**src/rtl/bus_own_pkg.sv**
```systemverilog
package bus_own_pkg;
  // per-cycle bookkeeping kept while a cycle is outstanding
  typedef struct packed {
    logic lock_end;
  } cyc_tag_t;
endpackage

```
**src/rtl/bus_own_track.sv**
```systemverilog
module bus_own_track
  import bus_own_pkg::*;
#(
  parameter  int unsigned MAX_OUT = 2,
  localparam int unsigned CW      = $clog2(MAX_OUT + 1)
) (
  input  logic          clk_i,
  input  logic          rst_ni,
  input  logic          push_i,
  input  cyc_tag_t      push_tag_i,
  input  logic          rdy_i,
  output logic [CW-1:0] cnt_o,
  output logic [CW-1:0] cnt_after_o,
  output logic          pop_o,
  output cyc_tag_t      head_tag_o
);
  localparam int unsigned AW = (MAX_OUT > 1) ? $clog2(MAX_OUT) : 1;

  cyc_tag_t        slot_q [MAX_OUT];
  logic [AW-1:0]   rd_q, wr_q;
  logic [CW-1:0]   cnt_q;

  function automatic logic [AW-1:0] ptr_inc(input logic [AW-1:0] p);
    return (p == AW'(MAX_OUT - 1)) ? '0 : p + 1'b1;
  endfunction

  // ready with nothing in flight is dropped here
  assign pop_o       = rdy_i && (cnt_q != '0);
  assign cnt_after_o = cnt_q - CW'(pop_o);
  assign cnt_o       = cnt_q;
  assign head_tag_o  = slot_q[rd_q];

  always_ff @(posedge clk_i or negedge rst_ni) begin
    if (!rst_ni) begin
      rd_q  <= '0;
      wr_q  <= '0;
      cnt_q <= '0;
    end else begin
      if (push_i) wr_q <= ptr_inc(wr_q);
      if (pop_o)  rd_q <= ptr_inc(rd_q);
      cnt_q <= cnt_q + CW'(push_i) - CW'(pop_o);
    end
  end

  for (genvar i = 0; i < MAX_OUT; i++) begin : g_slot
    always_ff @(posedge clk_i or negedge rst_ni) begin
      if (!rst_ni)                               slot_q[i] <= '0;
      else if (push_i && (wr_q == AW'(i)))       slot_q[i] <= push_tag_i;
    end
  end
endmodule

```
**src/rtl/bus_own_lock.sv**
```systemverilog
module bus_own_lock (
  input  logic clk_i,
  input  logic rst_ni,
  input  logic issue_i,
  input  logic issue_locked_i,
  input  logic pop_i,
  input  logic head_lock_end_i,
  output logic lock_o,
  output logic lock_clr_o
);
  logic lock_q;

  assign lock_clr_o = lock_q && pop_i && head_lock_end_i;
  assign lock_o     = lock_q;

  always_ff @(posedge clk_i or negedge rst_ni) begin
    if (!rst_ni)                          lock_q <= 1'b0;
    else if (lock_clr_o)                  lock_q <= 1'b0;
    else if (issue_i && issue_locked_i)   lock_q <= 1'b1;
  end
endmodule

```
**src/rtl/bus_own_hold.sv**
```systemverilog
module bus_own_hold (
  input  logic clk_i,
  input  logic rst_ni,
  input  logic hold_req_i,
  input  logic lock_i,
  input  logic idle_i,
  output logic hlda_o,
  output logic hold_seen_o
);
  logic hlda_q, run_q;

  // request is invisible while the bus is locked
  assign hold_seen_o = hold_req_i && !lock_i;
  // until the first edge after reset the grant follows the request directly
  assign hlda_o      = run_q ? hlda_q : hold_req_i;

  always_ff @(posedge clk_i or negedge rst_ni) begin
    if (!rst_ni) begin
      hlda_q <= 1'b0;
      run_q  <= 1'b0;
    end else begin
      run_q  <= 1'b1;
      hlda_q <= hold_req_i && (hlda_q || (!lock_i && idle_i));
    end
  end
endmodule

```
**src/rtl/bus_own_ctrl.sv**
```systemverilog
module bus_own_ctrl
  import bus_own_pkg::*;
#(
  parameter int unsigned MAX_OUT = 2
) (
  input  logic clk_i,
  input  logic rst_ni,
  input  logic hold_req_i,
  input  logic rdy_i,
  input  logic na_i,
  input  logic req_valid_i,
  input  logic req_mio_i,
  input  logic req_lock_i,
  input  logic req_lock_end_i,
  output logic hlda_o,
  output logic bus_oe_o,
  output logic ads_o,
  output logic lock_o,
  output logic mio_o
);
  localparam int unsigned CW = $clog2(MAX_OUT + 1);

  logic [CW-1:0] cnt, cnt_after;
  logic          pop, lock_clr, hold_seen;
  logic          issue, issue_idle, issue_pipe;
  logic          ads_q, na_arm_q, mio_q;
  cyc_tag_t      head_tag, new_tag;

  assign new_tag.lock_end = req_lock_i && req_lock_end_i;

  bus_own_track #(.MAX_OUT(MAX_OUT)) u_track (
    .clk_i      (clk_i),
    .rst_ni     (rst_ni),
    .push_i     (issue),
    .push_tag_i (new_tag),
    .rdy_i      (rdy_i),
    .cnt_o      (cnt),
    .cnt_after_o(cnt_after),
    .pop_o      (pop),
    .head_tag_o (head_tag)
  );

  bus_own_lock u_lock (
    .clk_i          (clk_i),
    .rst_ni         (rst_ni),
    .issue_i        (issue),
    .issue_locked_i (req_lock_i),
    .pop_i          (pop),
    .head_lock_end_i(head_tag.lock_end),
    .lock_o         (lock_o),
    .lock_clr_o     (lock_clr)
  );

  bus_own_hold u_hold (
    .clk_i      (clk_i),
    .rst_ni     (rst_ni),
    .hold_req_i (hold_req_i),
    .lock_i     (lock_o),
    .idle_i     (issue_idle),
    .hlda_o     (hlda_o),
    .hold_seen_o(hold_seen)
  );

  assign issue_idle = (cnt_after == '0);
  // next-address launch: not inside a locked sequence, and only below the limit
  assign issue_pipe = na_arm_q && !lock_o && (cnt_after < CW'(MAX_OUT));
  // ads_q blocks a re-launch of the request just strobed; lock_clr forces the lock gap
  assign issue = req_valid_i && !ads_q && !hold_seen && !lock_clr &&
                 (issue_idle || issue_pipe);

  always_ff @(posedge clk_i or negedge rst_ni) begin
    if (!rst_ni) begin
      ads_q    <= 1'b0;
      na_arm_q <= 1'b0;
      mio_q    <= 1'b0;
    end else begin
      ads_q    <= issue;
      na_arm_q <= na_i && (cnt != '0);
      if (issue) mio_q <= req_mio_i;
    end
  end

  assign ads_o    = ads_q;
  assign mio_o    = mio_q;
  assign bus_oe_o = !hlda_o;
endmodule


```
**config.mk**
```make
export PLATFORM = sky130hd
export DESIGN_NAME = bus_own_ctrl
export DESIGN_NICKNAME = d
export VERILOG_FILES = /design/src/rtl/bus_own_pkg.sv /design/src/rtl/bus_own_track.sv /design/src/rtl/bus_own_lock.sv /design/src/rtl/bus_own_hold.sv /design/src/rtl/bus_own_ctrl.sv
export SDC_FILE = /design/constraint.sdc
export NUM_CORES = 1
export LEC_CHECK = 0
export ABC_AREA = 1
export BUFFER_PORTS_ARGS = -buffer_cell sky130_fd_sc_hd__clkbuf_2
export CORE_MARGIN = 4
export CORE_UTILIZATION = 45
export DETAILED_ROUTE_END_ITERATION = 8
export PLACE_DENSITY = 0.76
export SYNTH_ARGS = -nofsm -noshare
export SYNTH_HDL_FRONTEND = slang
export SYNTH_SLANG_ARGS = --single-unit
```
**constraint.sdc**
```tcl
create_clock -name clk_i -period 2.7 [get_ports clk_i]
set_input_delay 0.135 -clock clk_i [delete_from_list [all_inputs] [get_ports clk_i]]
set_output_delay 0.135 -clock clk_i [all_outputs]
set_load 0.02 [all_outputs]
```
* Word level (Yosys, flattened, before mapping)
Index checks and enable logic that the tools add are counted.
** Word-level totals
- Word-level logic and storage cells :: 55
- Register bits after elaboration :: 12
- Input bits :: 9
- Output and inout port bits :: 5
** Operators by class
- Add/sub/neg operators :: 5
- Order comparisons :: 2
- Muxes and demuxes :: 8
- Reduce and logical (&&, ||, !) cells :: 27
- Bitwise operators :: 2
** Operators by type and width (number)
- 1-bit logical AND :: 17
- 1-bit two-way mux :: 8
- 1-bit zero test :: 5
- 2-bit nonzero test :: 2
- 2-bit by 1-bit subtractor with 2-bit output :: 2
- 1-bit adder (second input constant) :: 2
- 2-bit by 1-bit adder with 2-bit output :: 1
- 2-bit >= comparator (second input constant) :: 1
- 2-bit zero test :: 1
- 1-bit logical OR :: 2
- 2-bit less-than comparator (second input constant) :: 1
- 1-bit inverter with 2-bit output :: 1
- 1-bit inverter :: 1

* Longest topological paths before layout
- Depth in word-level cells :: 11
- Gate-level depth with buffers :: 9
- Depth with buffers taken out :: 9

* Hierarchy
Synthesis repeated with hierarchy kept, for this count alone.
** Second synthesis, totals
- Cells, all modules :: 82
- Area, all modules :: 606.8 um^2
** Modules (own cells, without submodules)
- bus_own_track :: cells each 38, times used 1, seq. area each 150.1 um^2, area each 297.8 um^2
- bus_own_ctrl :: cells each 25, times used 1, seq. area each 75.1 um^2, area each 166.4 um^2
- bus_own_hold :: cells each 11, times used 1, seq. area each 50.0 um^2, area each 90.1 um^2
- bus_own_lock :: cells each 8, times used 1, seq. area each 25.0 um^2, area each 52.6 um^2

* Worst setup path after synthesis
Ideal clock, no wire load.
- Kind :: register -> register
- Start point :: register u_lock.lock_q, in the netlist u_lock.lock_o
- End point :: register u_track.cnt_q[1], in the netlist u_track.cnt_o[1]
- Stages on the path, launching flop included :: 8
- Path buffers :: 0
- Data required time :: 2.621 ns
- Clock period less this slack :: 1.321 ns
- Arrival :: 1.242 ns
- Path slack :: 1.379 ns
- Library setup time :: 0.079 ns
- Path through :: dfrtp_1 inv_1 nand2_1 nand2_2 nand3_2 nor2_4 ha_1 xor2_1
** Between the ends
- Longest elaborated chain between the ends :: 8
- Elaborated cells on any way between the ends :: 14
- Classes of those cells :: add/sub: 2; reduce/logical: 12
** Ends and longest elaborated chain
- from (decl) :: line bus_own_lock.sv:11 : logic lock_q;
- from (signal assigned) :: line bus_own_lock.sv:17 : if (!rst_ni) lock_q <= 1'b0;
- from (signal assigned) :: line bus_own_lock.sv:18 : else if (lock_clr_o) lock_q <= 1'b0;
- from (signal assigned) :: line bus_own_lock.sv:19 : else if (issue_i && issue_locked_i) lock_q <= 1'b1;
- 1-bit zero test :: line bus_own_hold.sv:13, bus_own_ctrl.sv:66
- 1-bit logical AND :: line bus_own_hold.sv:13 : assign hold_seen_o = hold_req_i && !lock_i;
- 1-bit zero test :: line bus_own_ctrl.sv:68 : assign issue = req_valid_i && !ads_q && !hold_seen && !lock_clr &&
- 1-bit logical AND (2 in a row) :: line bus_own_ctrl.sv:68
- 1-bit logical AND (*) :: line bus_own_ctrl.sv:68
- via issue :: line bus_own_ctrl.sv:25 : logic issue, issue_idle, issue_pipe;
- 2-bit by 1-bit adder with 2-bit output (*) :: line bus_own_track.sv:41 : cnt_q <= cnt_q + CW'(push_i) - CW'(pop_o);
- 2-bit by 1-bit subtractor with 2-bit output (*) :: line bus_own_track.sv:41
- to (signal assigned) :: line bus_own_track.sv:41
- to (decl) :: line bus_own_track.sv:21 : logic [CW-1:0] cnt_q;
The timed path passes the listed nets; every way through them passes the cells marked *.
A chain may end at the register's enable or synchronous reset.

* Final worst setup path
- Start point :: register u_track.cnt_q[0], in the netlist u_track.cnt_o[0]
- End point :: register u_track.cnt_q[1], in the netlist u_track.cnt_o[1]
** Between the ends
- Longest elaborated chain between the ends :: 9
- Elaborated cells on any way between the ends :: 14
- Classes of those cells :: add/sub: 3; order compare: 1; reduce/logical: 10
** Ends and longest elaborated chain
- 2-bit nonzero test :: line bus_own_track.sv:28 : assign pop_o = rdy_i && (cnt_q != '0);
- 1-bit logical AND :: line bus_own_track.sv:28
- 2-bit by 1-bit subtractor with 2-bit output / 1-bit logical AND (equally long branches) :: line bus_own_track.sv:29, bus_own_lock.sv:13
- 2-bit less-than comparator / 1-bit logical AND (equally long branches) :: line bus_own_ctrl.sv:66, bus_own_lock.sv:13
- 1-bit logical AND / 1-bit zero test (equally long branches) :: line bus_own_ctrl.sv:66, bus_own_ctrl.sv:68
- 1-bit logical OR / 1-bit logical AND (equally long branches) :: line bus_own_ctrl.sv:69, bus_own_ctrl.sv:68
- 1-bit logical AND (*) :: line bus_own_ctrl.sv:68
- via issue :: line bus_own_ctrl.sv:25
- 2-bit by 1-bit adder with 2-bit output (*) :: line bus_own_track.sv:41
- 2-bit by 1-bit subtractor with 2-bit output (*) :: line bus_own_track.sv:41
Marks and branches as above.

==> impl_results.md <==
* Worst R2R Setup Slack at about 1.3 ns
* Vias in the first global route at approximately 540
* Slew Viols, Final at 0
* Post-DRT Antenna Nets at 0
* Avg WL per Cell at approximately 11 um
* Hold Slack at 0.0538 ns
* Hold Crit Start: na_i
* Grt ovf at 0
* Most instantiated cells after synthesis: nand2_1 (23), dfrtp_1 (12), inv_1 (12)
* Initial antenna violation count at 0
* Leakage at approximately 0.42 nW
* Nets at roughly 110
* Reg2reg end: u_track.cnt_o[1]
* IO Pins at 14
* Area after DPL at around 690 um^2
* Total power at roughly 0.8 mW
* Final design instance area without fill at approximately 740 um^2
* First-pass GRT wire length at around 2200 um
* CP max FO at 7
* Number of port buffers at 13
* CTS tree: built
* F_max at 0.718 GHz
* RSZ-0062 raised after global routing: no
* Largest net degree at the start of global routing at 13
* Post-CTS setup buffer count at 0
* Post-Route WL at 1170 um
* Sink Count at 12
* Reg area at 300 um^2
* GRT Total Usage at roughly 15%
* Util after Layout at just over 60%
* Mapped Area at 608 um^2
* Avg Synthesized Cell Area at around 8 um^2
* # rows at 12
* Reg2reg start: u_track.cnt_o[0]
* R2R cell count at 7
* Fin worst setup slack at approximately 1.3 ns
* Number of fill cells in the layout at ~110
* Clock Skew at 0.00470 ns
* Layout cell share with drive strength beyond 1 at a little over a quarter
* Max_cap viols at 0
* Clk_lat worst skew at around 0.27 ns
* Root Driver: clkbuf_4
* Post-synth ARST share at 100%
* Yosys cell types at 19
* DR pass1 iterations at 4
* Hold EP: na_arm_q
* Register bit total from synthesis at 12
* Starting DRC count in detailed routing at 13
* Post-detail-place hpwl at 938 um
* Min-Delay Path Class: in2reg
* Clock transition at path regs at approximately 0.080 ns
* Largest area contributor in the netlist: dfrtp_1
* H-tree depth at 1
* CP startpoint kind: flip-flop
* CP arrival at approximately 1.6 ns
* CP required at roughly 2.9 ns
* Die height at 44.8 um
* Area Overhead vs Synth at 21.2%
* Final Hold Fails at 0
* Ys flop type: dfrtp_1
* Initial Util at 51.3%
* Fin cells at 108
* Area of the multi-input gates at approximately 260 um^2
* Status: finished clean
* Via count at 543
* Worst-case clock buffer depth at 2
* Seq/Total Area, Yosys at between 40% and 50%
* Yosys warnings at 0
* Gate Count Post-Synth at 76
* Routability cong. at between 0.8 and 0.9
* Critical setup path kind: reg2reg
* Crit path time final at about 1.4 ns
* CORE AREA at about 1200 um^2
* Yosys top cell area share at approximately half
* Dpl ws at ~1.3 ns
* Routed vias/inst at approximately 5.0
* CTS Buf Count at 3
* Post-synth EDFFs at 0
* Pwr dens at around 1100 nW/um^2
* Residual DRC at 0
* Crit. End Element: flip-flop
* Final cycle utilization of the critical path at a little over 50%
* Worst Hold Depth at 3
* Syn Nets at between 80 and 90
* Placed cells at slightly above 100
* Top-count cell post-synth: nand2_1
* Final setup fails at 0
* Setup Total Neg Slack at 0 ns
* Area contributors post-synth: dfrtp_1 (49%), nand2_1 (14%), inv_1 (7.4%), nor2_4 (3.7%), nor2_1 (3.1%)
* Die width at roughly 45 um
* # diodes at 0
* Total die area at about 2000 um^2
* Worst vdd ir at 545 uV
-- sequential cells by signal (all words and copies together), names as in the netlist --
register,flops
ads_o,1
mio_o,1
na_arm_q,1
u_hold.hlda_q,1
u_hold.run_q,1
u_lock.lock_o,1
u_track.cnt_o,2
u_track.rd_q,1
u_track.slot_q,2
u_track.wr_q,1
-- critical path: stages, from the launching register on --
cell	delay [ns]
dfrtp_1	0.42
nand2_1	0.12
nand2_1	0.10
nand2_2	0.10
nand3_2	0.09
nor2_4	0.18
ha_1	0.19
xor2_1	0.13
-- cell families after synthesis --
kind of cell             count (synthesis)  share of synthesized area (%)
AO/OA/AOI/OAI                            6                           5.14
XOR/XNOR                                 2                           2.88
adder cells (fa/ha/maj)                  1                           2.06
buffers and inverters                   14                           8.64
flip-flops                              12                           49.4
other                                    1                          0.617
AND/OR/NAND/NOR                         40                           31.3
-- worst max path at each step --
stage / startpoint / end / slack, ns / depth (start not counted)
floorplan: u_lock.lock_o / u_track.cnt_o[1] / 1.38 / 7
global placement: u_track.cnt_o[0] / u_track.cnt_o[1] / 1.34 / 7
detailed placement: u_track.cnt_o[0] / u_track.cnt_o[1] / 1.33 / 7
CTS: u_track.cnt_o[0] / u_track.cnt_o[1] / 1.31 / 7
global route: u_track.cnt_o[0] / u_track.cnt_o[1] / 1.20 / 7
finish: u_track.cnt_o[0] / u_track.cnt_o[1] / 1.31 / 7
-- per-layer routing --
metal	track usage (%)	vias to the layer above	wire length, um
met3	3.59	4	76
met1	19.4	251	521
met4	3.61	0	19
met2	24.1	19	553
met5	0	-	0
li1	-	269	-
-- what timing repair did --
action | 4_1_cts | 5_1_grt
endpoints found under the hold margin | 12 | 0
endpoints found under the setup margin | 0 | 0
resized for setup | 0 | 0
hold buffers | 1 | 0
-- report_power, final --
group	internal (mW)	switching [mW]
clock network	0.0819	0.0596
logic	0.122	0.229
registers	0.258	0.0547
-- layout by cell type, fill, tap and decap left out --
master         count
nand2_1           23
clkbuf_2          13
inv_1             12
dfrtp_1           12
nor2_1             5
nand3_1            3
clkbuf_4           3
inv_2              2
nor2_2             2
nor2_4             2
o21ai_0            2
a21oi_1            2
xor2_1             2
nand4_1            2
or2_1              1
nand2_2            1
nand3_2            1
o22ai_1            1
o21ai_1            1
ha_1               1
clkbuf_8           1
dlygate4sd3_1      1
conb_1             1
-- area by class of cell --
class	count	area share [%]
sequential	12	40.7
timing repair buffer	14	10.2
clock buffer	4	4.92
tap	14	2.38
multi-input combinational	50	34.6
inverter	14	7.13
(Power assumes the default switching activity.)
